**src/rtl/vtlb_pkg.sv**
```systemverilog
package vtlb_pkg;
   localparam int VTAG_W   = 20;
   localparam int PPN_W    = 20;
   localparam int CTX_W    = 6;
   localparam int LVL_W    = 3;
   localparam int PERM_W   = 6;
   localparam int SEG_LSB  = 6;    // tag bit where the 110 span ends
   localparam int REG_LSB  = 12;   // tag bit where the 100 span ends

   typedef enum logic [1:0] {
      ACC_RD  = 2'd0,
      ACC_WR  = 2'd1,
      ACC_EX  = 2'd2,
      ACC_RSV = 2'd3
   } acc_e;
endpackage

```
**src/rtl/vtlb_slot.sv**
```systemverilog
module vtlb_slot
   import vtlb_pkg::*;
(
   input  logic              clk,
   input  logic              rst_n,
   input  logic              clr_i,
   input  logic              wr_i,
   input  logic [VTAG_W-1:0] wr_vtag_i,
   input  logic [CTX_W-1:0]  wr_ctx_i,
   input  logic [LVL_W-1:0]  wr_lvl_i,
   input  logic              wr_sup_i,
   input  logic              wr_io_n_i,
   input  logic [PERM_W-1:0] wr_perm_i,
   input  logic [PPN_W-1:0]  wr_ppn_i,
   input  logic [VTAG_W-1:0] va_page_i,
   input  logic [CTX_W-1:0]  cur_ctx_i,
   input  logic              set_mod_i,
   output logic              match_o,
   output logic [PPN_W-1:0]  ppn_o,
   output logic [LVL_W-1:0]  lvl_o,
   output logic [PERM_W-1:0] perm_o,
   output logic              io_n_o,
   output logic              mod_o
);
   logic [VTAG_W-1:0] vtag_q;
   logic [CTX_W-1:0]  ctx_q;
   logic [LVL_W-1:0]  lvl_q;
   logic              sup_q, io_n_q, mod_q;
   logic [PERM_W-1:0] perm_q;
   logic [PPN_W-1:0]  ppn_q;

   always_ff @(posedge clk) begin
      if (!rst_n) begin
         vtag_q <= '0;
         ctx_q  <= '0;
         lvl_q  <= '0;
         sup_q  <= 1'b0;
         io_n_q <= 1'b1;
         perm_q <= '0;
         ppn_q  <= '0;
      end else if (clr_i) begin
         lvl_q  <= '0;
      end else if (wr_i) begin
         vtag_q <= wr_vtag_i;
         ctx_q  <= wr_ctx_i;
         lvl_q  <= wr_lvl_i;
         sup_q  <= wr_sup_i;
         io_n_q <= wr_io_n_i;
         perm_q <= wr_perm_i;
         ppn_q  <= wr_ppn_i;
      end
   end

   always_ff @(posedge clk) begin
      if (!rst_n)         mod_q <= 1'b0;
      else if (wr_i)      mod_q <= 1'b0;
      else if (set_mod_i) mod_q <= 1'b1;
   end

   logic use_seg, use_page, hit_reg, hit_seg, hit_page, ctx_ok;
   always_comb begin
      use_seg  = lvl_q[1];
      use_page = lvl_q[1] & lvl_q[0];
      hit_reg  = va_page_i[VTAG_W-1:REG_LSB] == vtag_q[VTAG_W-1:REG_LSB];
      hit_seg  = va_page_i[REG_LSB-1:SEG_LSB] == vtag_q[REG_LSB-1:SEG_LSB];
      hit_page = va_page_i[SEG_LSB-1:0] == vtag_q[SEG_LSB-1:0];
      ctx_ok   = sup_q | (ctx_q == cur_ctx_i);
      match_o  = lvl_q[LVL_W-1] & ctx_ok & hit_reg &
                 (~use_seg | hit_seg) & (~use_page | hit_page);
   end

   assign ppn_o  = ppn_q;
   assign lvl_o  = lvl_q;
   assign perm_o = perm_q;
   assign io_n_o = io_n_q;
   assign mod_o  = mod_q;

   assert_clear_R9: assert property (@(posedge clk) disable iff (!rst_n)
      $past(clr_i) |-> !lvl_q[LVL_W-1]);
   assert_mod_rise_R7: assert property (@(posedge clk) disable iff (!rst_n)
      (mod_q && !$past(mod_q)) |-> $past(set_mod_i));
endmodule

```
**src/rtl/vtlb_pick.sv**
```systemverilog
module vtlb_pick #(
   parameter int N = 16
) (
   input  logic         clk,
   input  logic         rst_n,
   input  logic [N-1:0] req_i,
   output logic [N-1:0] grant_o,
   output logic         any_o
);
   logic seen;
   always_comb begin
      seen    = 1'b0;
      grant_o = '0;
      for (int i = 0; i < N; i++) begin
         grant_o[i] = req_i[i] & ~seen;
         seen       = seen | req_i[i];
      end
      any_o = seen;
   end

   assert_single_grant_R10: assert property (@(posedge clk) disable iff (!rst_n)
      $onehot0(grant_o));
   assert_grant_lowest_R10: assert property (@(posedge clk) disable iff (!rst_n)
      (req_i[0] |-> grant_o[0]));
endmodule

```
**src/rtl/vtlb_xlate.sv**
```systemverilog
module vtlb_xlate
   import vtlb_pkg::*;
(
   input  logic              hit_i,
   input  logic [PPN_W-1:0]  ppn_i,
   input  logic [LVL_W-1:0]  lvl_i,
   input  logic [PERM_W-1:0] perm_i,
   input  logic [23:0]       va_low_i,
   input  logic              priv_i,
   input  logic [1:0]        acc_i,
   output logic [31:0]       pa_o,
   output logic              fault_o
);
   logic       allowed;
   logic [2:0] bit_sel;

   always_comb begin
      bit_sel = (priv_i ? 3'd3 : 3'd0) + {1'b0, acc_i};
      if (acc_e'(acc_i) == ACC_RSV) allowed = 1'b0;
      else                          allowed = perm_i[bit_sel];
      fault_o = hit_i & ~allowed;

      if (!hit_i)
         pa_o = '0;
      else if (lvl_i[1] & lvl_i[0])
         pa_o = {ppn_i, va_low_i[11:0]};
      else if (lvl_i[1])
         pa_o = {ppn_i[PPN_W-1:SEG_LSB], va_low_i[17:0]};
      else
         pa_o = {ppn_i[PPN_W-1:REG_LSB], va_low_i};
   end
endmodule

```
**src/rtl/vtlb_top.sv**
```systemverilog
module vtlb_top
   import vtlb_pkg::*;
#(
   parameter int ENTRIES = 16
) (
   input  logic        clk,
   input  logic        rst_n,
   input  logic        flush_i,
   input  logic        ctx_we_i,
   input  logic [5:0]  ctx_wdata_i,
   input  logic        fill_we_i,
   input  logic [19:0] fill_vtag_i,
   input  logic [5:0]  fill_ctx_i,
   input  logic [2:0]  fill_level_i,
   input  logic        fill_sup_i,
   input  logic        fill_io_n_i,
   input  logic [5:0]  fill_perm_i,
   input  logic [19:0] fill_ppn_i,
   input  logic        lk_req_i,
   input  logic [31:0] lk_va_i,
   input  logic [1:0]  lk_acc_i,
   input  logic        lk_priv_i,
   output logic        lk_hit_o,
   output logic [31:0] lk_pa_o,
   output logic        lk_fault_o,
   output logic        lk_io_o,
   output logic        lk_mod_o,
   output logic        lk_mod_set_o
);
   localparam int IDX_W = (ENTRIES > 1) ? $clog2(ENTRIES) : 1;

   if (ENTRIES < 2) begin : g_bad_entries
      $error("vtlb_top: ENTRIES must be at least 2");
   end
   if (ENTRIES > 64) begin : g_big_entries
      $error("vtlb_top: ENTRIES above 64 makes the match tree too deep");
   end

   logic [CTX_W-1:0] ctx_q;
   logic [IDX_W-1:0] ptr_q;

   always_ff @(posedge clk) begin
      if (!rst_n)        ctx_q <= '0;
      else if (ctx_we_i) ctx_q <= ctx_wdata_i;
   end

   always_ff @(posedge clk) begin
      if (!rst_n)
         ptr_q <= '0;
      else if (fill_we_i && !flush_i)
         ptr_q <= (ptr_q == IDX_W'(ENTRIES-1)) ? '0 : ptr_q + 1'b1;
   end

   logic [ENTRIES-1:0] match, grant, set_mod;
   logic [PPN_W-1:0]   s_ppn  [ENTRIES];
   logic [LVL_W-1:0]   s_lvl  [ENTRIES];
   logic [PERM_W-1:0]  s_perm [ENTRIES];
   logic [ENTRIES-1:0] s_io_n, s_mod;
   logic               any_hit, fault, wr_ok;

   for (genvar i = 0; i < ENTRIES; i++) begin : g_slot
      vtlb_slot u_slot (
         .clk       (clk),
         .rst_n     (rst_n),
         .clr_i     (flush_i),
         .wr_i      (fill_we_i && !flush_i && (ptr_q == IDX_W'(i))),
         .wr_vtag_i (fill_vtag_i),
         .wr_ctx_i  (fill_ctx_i),
         .wr_lvl_i  (fill_level_i),
         .wr_sup_i  (fill_sup_i),
         .wr_io_n_i (fill_io_n_i),
         .wr_perm_i (fill_perm_i),
         .wr_ppn_i  (fill_ppn_i),
         .va_page_i (lk_va_i[31:12]),
         .cur_ctx_i (ctx_q),
         .set_mod_i (set_mod[i]),
         .match_o   (match[i]),
         .ppn_o     (s_ppn[i]),
         .lvl_o     (s_lvl[i]),
         .perm_o    (s_perm[i]),
         .io_n_o    (s_io_n[i]),
         .mod_o     (s_mod[i])
      );
      assign set_mod[i] = wr_ok & grant[i];
   end

   vtlb_pick #(.N(ENTRIES)) u_pick (
      .clk     (clk),
      .rst_n   (rst_n),
      .req_i   (match),
      .grant_o (grant),
      .any_o   (any_hit)
   );

   logic [PPN_W-1:0]  sel_ppn;
   logic [LVL_W-1:0]  sel_lvl;
   logic [PERM_W-1:0] sel_perm;
   logic              sel_io, sel_mod;

   always_comb begin
      sel_ppn  = '0;
      sel_lvl  = '0;
      sel_perm = '0;
      sel_io   = 1'b0;
      sel_mod  = 1'b0;
      for (int i = 0; i < ENTRIES; i++) begin
         if (grant[i]) begin
            sel_ppn  = sel_ppn  | s_ppn[i];
            sel_lvl  = sel_lvl  | s_lvl[i];
            sel_perm = sel_perm | s_perm[i];
            sel_io   = sel_io   | ~s_io_n[i];
            sel_mod  = sel_mod  | s_mod[i];
         end
      end
   end

   vtlb_xlate u_xlate (
      .hit_i    (any_hit),
      .ppn_i    (sel_ppn),
      .lvl_i    (sel_lvl),
      .perm_i   (sel_perm),
      .va_low_i (lk_va_i[23:0]),
      .priv_i   (lk_priv_i),
      .acc_i    (lk_acc_i),
      .pa_o     (lk_pa_o),
      .fault_o  (fault)
   );

   assign wr_ok        = lk_req_i & any_hit & ~fault & (acc_e'(lk_acc_i) == ACC_WR);
   assign lk_hit_o     = any_hit;
   assign lk_fault_o   = fault;
   assign lk_io_o      = sel_io;
   assign lk_mod_o     = sel_mod;
   assign lk_mod_set_o = wr_ok & ~sel_mod;

   assert_miss_quiet_R5: assert property (@(posedge clk) disable iff (!rst_n)
      !lk_hit_o |-> (lk_pa_o == '0 && !lk_fault_o && !lk_io_o && !lk_mod_set_o));
   assert_fault_on_hit_R6: assert property (@(posedge clk) disable iff (!rst_n)
      lk_fault_o |-> lk_hit_o);
   assert_modset_write_R7: assert property (@(posedge clk) disable iff (!rst_n)
      lk_mod_set_o |-> (lk_hit_o && !lk_fault_o && lk_req_i));
   assert_ptr_hold_R8: assert property (@(posedge clk) disable iff (!rst_n)
      $past(!fill_we_i || flush_i) |-> $stable(ptr_q));
   assert_ctx_load_R12: assert property (@(posedge clk) disable iff (!rst_n)
      $past(ctx_we_i) |-> (ctx_q == $past(ctx_wdata_i)));
endmodule

```
**config.mk**
```make
export PLATFORM = sky130hd
export DESIGN_NAME = vtlb_top
export DESIGN_NICKNAME = d
export VERILOG_FILES = /design/src/rtl/vtlb_pkg.sv /design/src/rtl/vtlb_slot.sv /design/src/rtl/vtlb_pick.sv /design/src/rtl/vtlb_xlate.sv /design/src/rtl/vtlb_top.sv
export SDC_FILE = /design/constraint.sdc
export NUM_CORES = 2
export LEC_CHECK = 0
export ABC_AREA = 1
export CORE_MARGIN = 2
export CORE_UTILIZATION = 45
export DETAILED_ROUTE_END_ITERATION = 12
export GPL_TIMING_DRIVEN = 1
export MAX_ROUTING_LAYER = met4
export PLACE_DENSITY = 0.67
export SLEW_MARGIN = 20
export SYNTH_ARGS = -nofsm -noshare
export SYNTH_HDL_FRONTEND = slang
export SYNTH_SLANG_ARGS = --single-unit
```
**constraint.sdc**
```tcl
create_clock -name clk -period 5.22 [get_ports clk]
set_clock_uncertainty 0.15 [all_clocks]
set_input_delay 0.522 -clock clk [delete_from_list [all_inputs] [get_ports clk]]
set_output_delay 0.522 -clock clk [all_outputs]
set_load 0.01 [all_outputs]
```
==> reports/metrics.yaml <==
yosys.area_share.simple: 0.252
async_reset_ff_frac: 0
cp_data_arrival_time_ns: 4.45
crit_path_max_fanout: 7
cp.buffers_inverters: 8
synth_adder_area_share: 0.00197
clock_path_buffers: 3
start_util: 0.456
synthMuxAreaShare: 0
synth_top_family_by_area: "simple AND/OR/NAND/NOR gates"
hold_end: "g_slot[1].u_slot.vtag_q[6]"
finalSetupViolations: 0
dr.pass1.iters: 7
slowest_stage: "clkdlybuf4s50_1"
rr_startpoint: "ctx_q[3]"
n_antenna_cell: 0
area_growth_pct: 18.4
nets: 6173
grt_max_degree: 272
avgSynthCellArea_sq_um: 7.04
min-delay-start: "rst_n"
antenna_found_initial: 0
place_hpwl_um: 91800
rr_worst_depth: 27
power.switching_mw: 3.80
clk_latency_ns: 0.68
vias_per_cell: 5.59
cts_buffers: 100
final_cell_count_no_fill: 7386
drt-total-wl_um: 148000
relSlewSlack: 0.209
layout_commonest_cell: "nor2_1"
power.internal_mw: 12.0
num_rows: 111
path_delay_family: "buffers and inverters"
fin_crit_sh: 0.981
peakVddDrop_uv: 270
die-width_um: 309
required_ns: 4.55
rsz0062_at_grt: "yes"
max_freq_mhz: 195
cts_tree: "built"
p_leak_nw: 21.3
r2r_slack_ns: 1.35
grt_use_total: 0.310
clock_power_share: 0.473
path_clk_slew_ns: 0.06
htreeDepth: 3
seqPwrFrac: 0.460
synth-seq-area-share: 0.448
worstHoldPathCells: 3
max_cap_viol_count: 0
start_kind: "input port"
criticalPathCategory: "in2out"
synthXorXnorAreaFrac: 0.0329
hold_class: "in2reg"
cts-root-buf: "clkbuf_16"
reg2reg_to: "g_slot[10].u_slot.mod_o"
syn_inst: 5963
status: "complete, no violations"
finalHoldViolCount: 0
ys.flop_type: "dfxtp_1"
dieArea_sq_mm: 0.0957
placed_cells: 7191
mostFrequentLayoutCells: "nor2_1 (1,557), dfxtp_1 (932), o21ai_0 (929)"
synth-warning-count: 0
synth_area_sq_mm: 0.0420
comb_power_share: 0.066
ant_nets: 0
first_iter_violations: 4735
synth_edf_count: 0
io_pins: 141
grt_pass1_wl_um: 226000
fp.dieH_um: 309
cpPeakStageDelay_ns: 0.47
drc_errors: 0
synth.distinct_cells: 64
syn_nets: 6073
endpoint_kind: "output pin"
total_power_mw: 15.8
worst_pin_slew_ns: 1.18
core_sq_mm: 0.0921
drive_gt1_frac: 0.121
slew_viol_final: 0
portBuffers: 140
ys_seq_elements: 938
first_global_vias: 38000
power_per_cell_area_mw_per_mm2: 318
synth_compound_area_frac: 0.187
grt_overflow: 0
place_congestion: 0.929
cts.sinks: 938
switching_share: 0.241
layout_min_cycle_time_ns: 5.12
via_count: 41300
wl_per_cell_um: 20.0
-- per-layer routing --
| metal | part of all wire | global-route usage | vias to the layer above |
|---|---|---|---|
| met2 | 0.44 | 0.472 | 1874 |
| met1 | 0.42 | 0.413 | 19400 |
| met3 | 0.095 | 0.0521 | 339 |
| li1 | - | - | 19600 |
| met5 | 0 | - | - |
| met4 | 0.041 | 0.118 | 0 |
-- flip-flops by register name, summed over array words and instances (netlist names) --
name                  flops
g_slot.u_slot.ctx_q      96
ctx_q                     6
g_slot.u_slot.ppn_o     320
g_slot.u_slot.sup_q      16
g_slot.u_slot.io_n_o     16
g_slot.u_slot.lvl_o      48
ptr_q                     4
g_slot.u_slot.perm_o     96
g_slot.u_slot.vtag_q    320
g_slot.u_slot.mod_o      16
-- per-stage QoR --
stage	setup TNS (ns)	area, sq um	setup WS, ns	util	hold WS (ns)
floorplan	0	42000	1.40	-	0.277
global placement	-6.02	45700	-0.540	0.496	0.288
detailed placement	-6.98	45700	-0.554	0.496	0.293
CTS	-0.0989	49300	-0.0989	0.536	0.260
global route	-0.228	49700	-0.0779	0.540	0.281
finish	0	49700	0.101	0.540	0.245
-- kinds of logic (layout without fill, tap and decap cells) --
kind of cell             Yosys count  in the layout
AND/OR/NAND/NOR                 2598           2598
AO/OA/AOI/OAI                   1469           1469
adder cells (fa/ha/maj)            6              6
buffers and inverters            796            976
XOR/XNOR                         156            156
flip-flops                       938            938
-- power groups by stage --
| stage | combinational [mW] | sequential, mW | clock, mW |
|---|---|---|---|
| 4_1_cts | 1.02 | 7.27 | 7.52 |
| 3_5_place_dp | 1.01 | 7.42 | 0 |
| 6_report | 1.05 | 7.27 | 7.47 |
| 3_3_place_gp | 1.00 | 7.42 | 0 |
| 5_1_grt | 1.13 | 7.27 | 7.81 |
| 2_1_floorplan | 0.594 | 7.41 | 0 |
-- Yosys cell counts, types with 63 or more instances --
master | count | area (sq um)
nor2_1 | 1599 | 6000
dfxtp_1 | 938 | 18800
o21ai_0 | 930 | 4650
nand2_1 | 645 | 2420
clkbuf_1 | 372 | 1400
a21oi_1 | 338 | 1690
inv_1 | 288 | 1080
nand3_1 | 182 | 911
xor2_1 | 91 | 797
o22ai_1 | 72 | 450
nand4_1 | 65 | 407
xnor2_1 | 63 | 552
-- how the worst max path moves through the flow --
stage | from | endpoint | slack (ns) | cells after the start
floorplan | lk_va_i[13] | lk_pa_o[14] | 1.40 | 25
finish | lk_va_i[14] | lk_pa_o[17] | 0.10 | 26
CTS | lk_va_i[14] | lk_fault_o | -0.1 | 34
global route | lk_va_i[14] | lk_mod_set_o | -0.08 | 30
global placement | lk_va_i[13] | lk_fault_o | -0.54 | 30
detailed placement | lk_va_i[13] | lk_fault_o | -0.55 | 30
-- final cells by class --
class	instances	area (sq um)
fill	8671	42400
clock inverter	43	539
timing repair buffer	460	4170
inverter	334	1280
sequential	938	18800
clock buffer	139	2890
tap	1243	1560
multi-input combinational	4229	20500
-- worst reg2reg max path, delay by kind of cell, from the launching register on --
family          cells  cell delay (ns)
simple gates       20             2.30
buf+inv             6             0.80
flops               1             0.36
compound gates      1             0.17
-- what timing repair did --
| item | CTS | global route |
|---|---|---|
| pin swaps | 9 | 21 |
| gates cloned | 0 | 1 |
| endpoints found under the setup margin | 24 | 35 |
| setup buffers | 9 | 3 |
| hold buffers | 0 | 0 |
| gates resized for setup | 72 | 120 |
No activity file was read; power rests on OpenSTA's default activity.
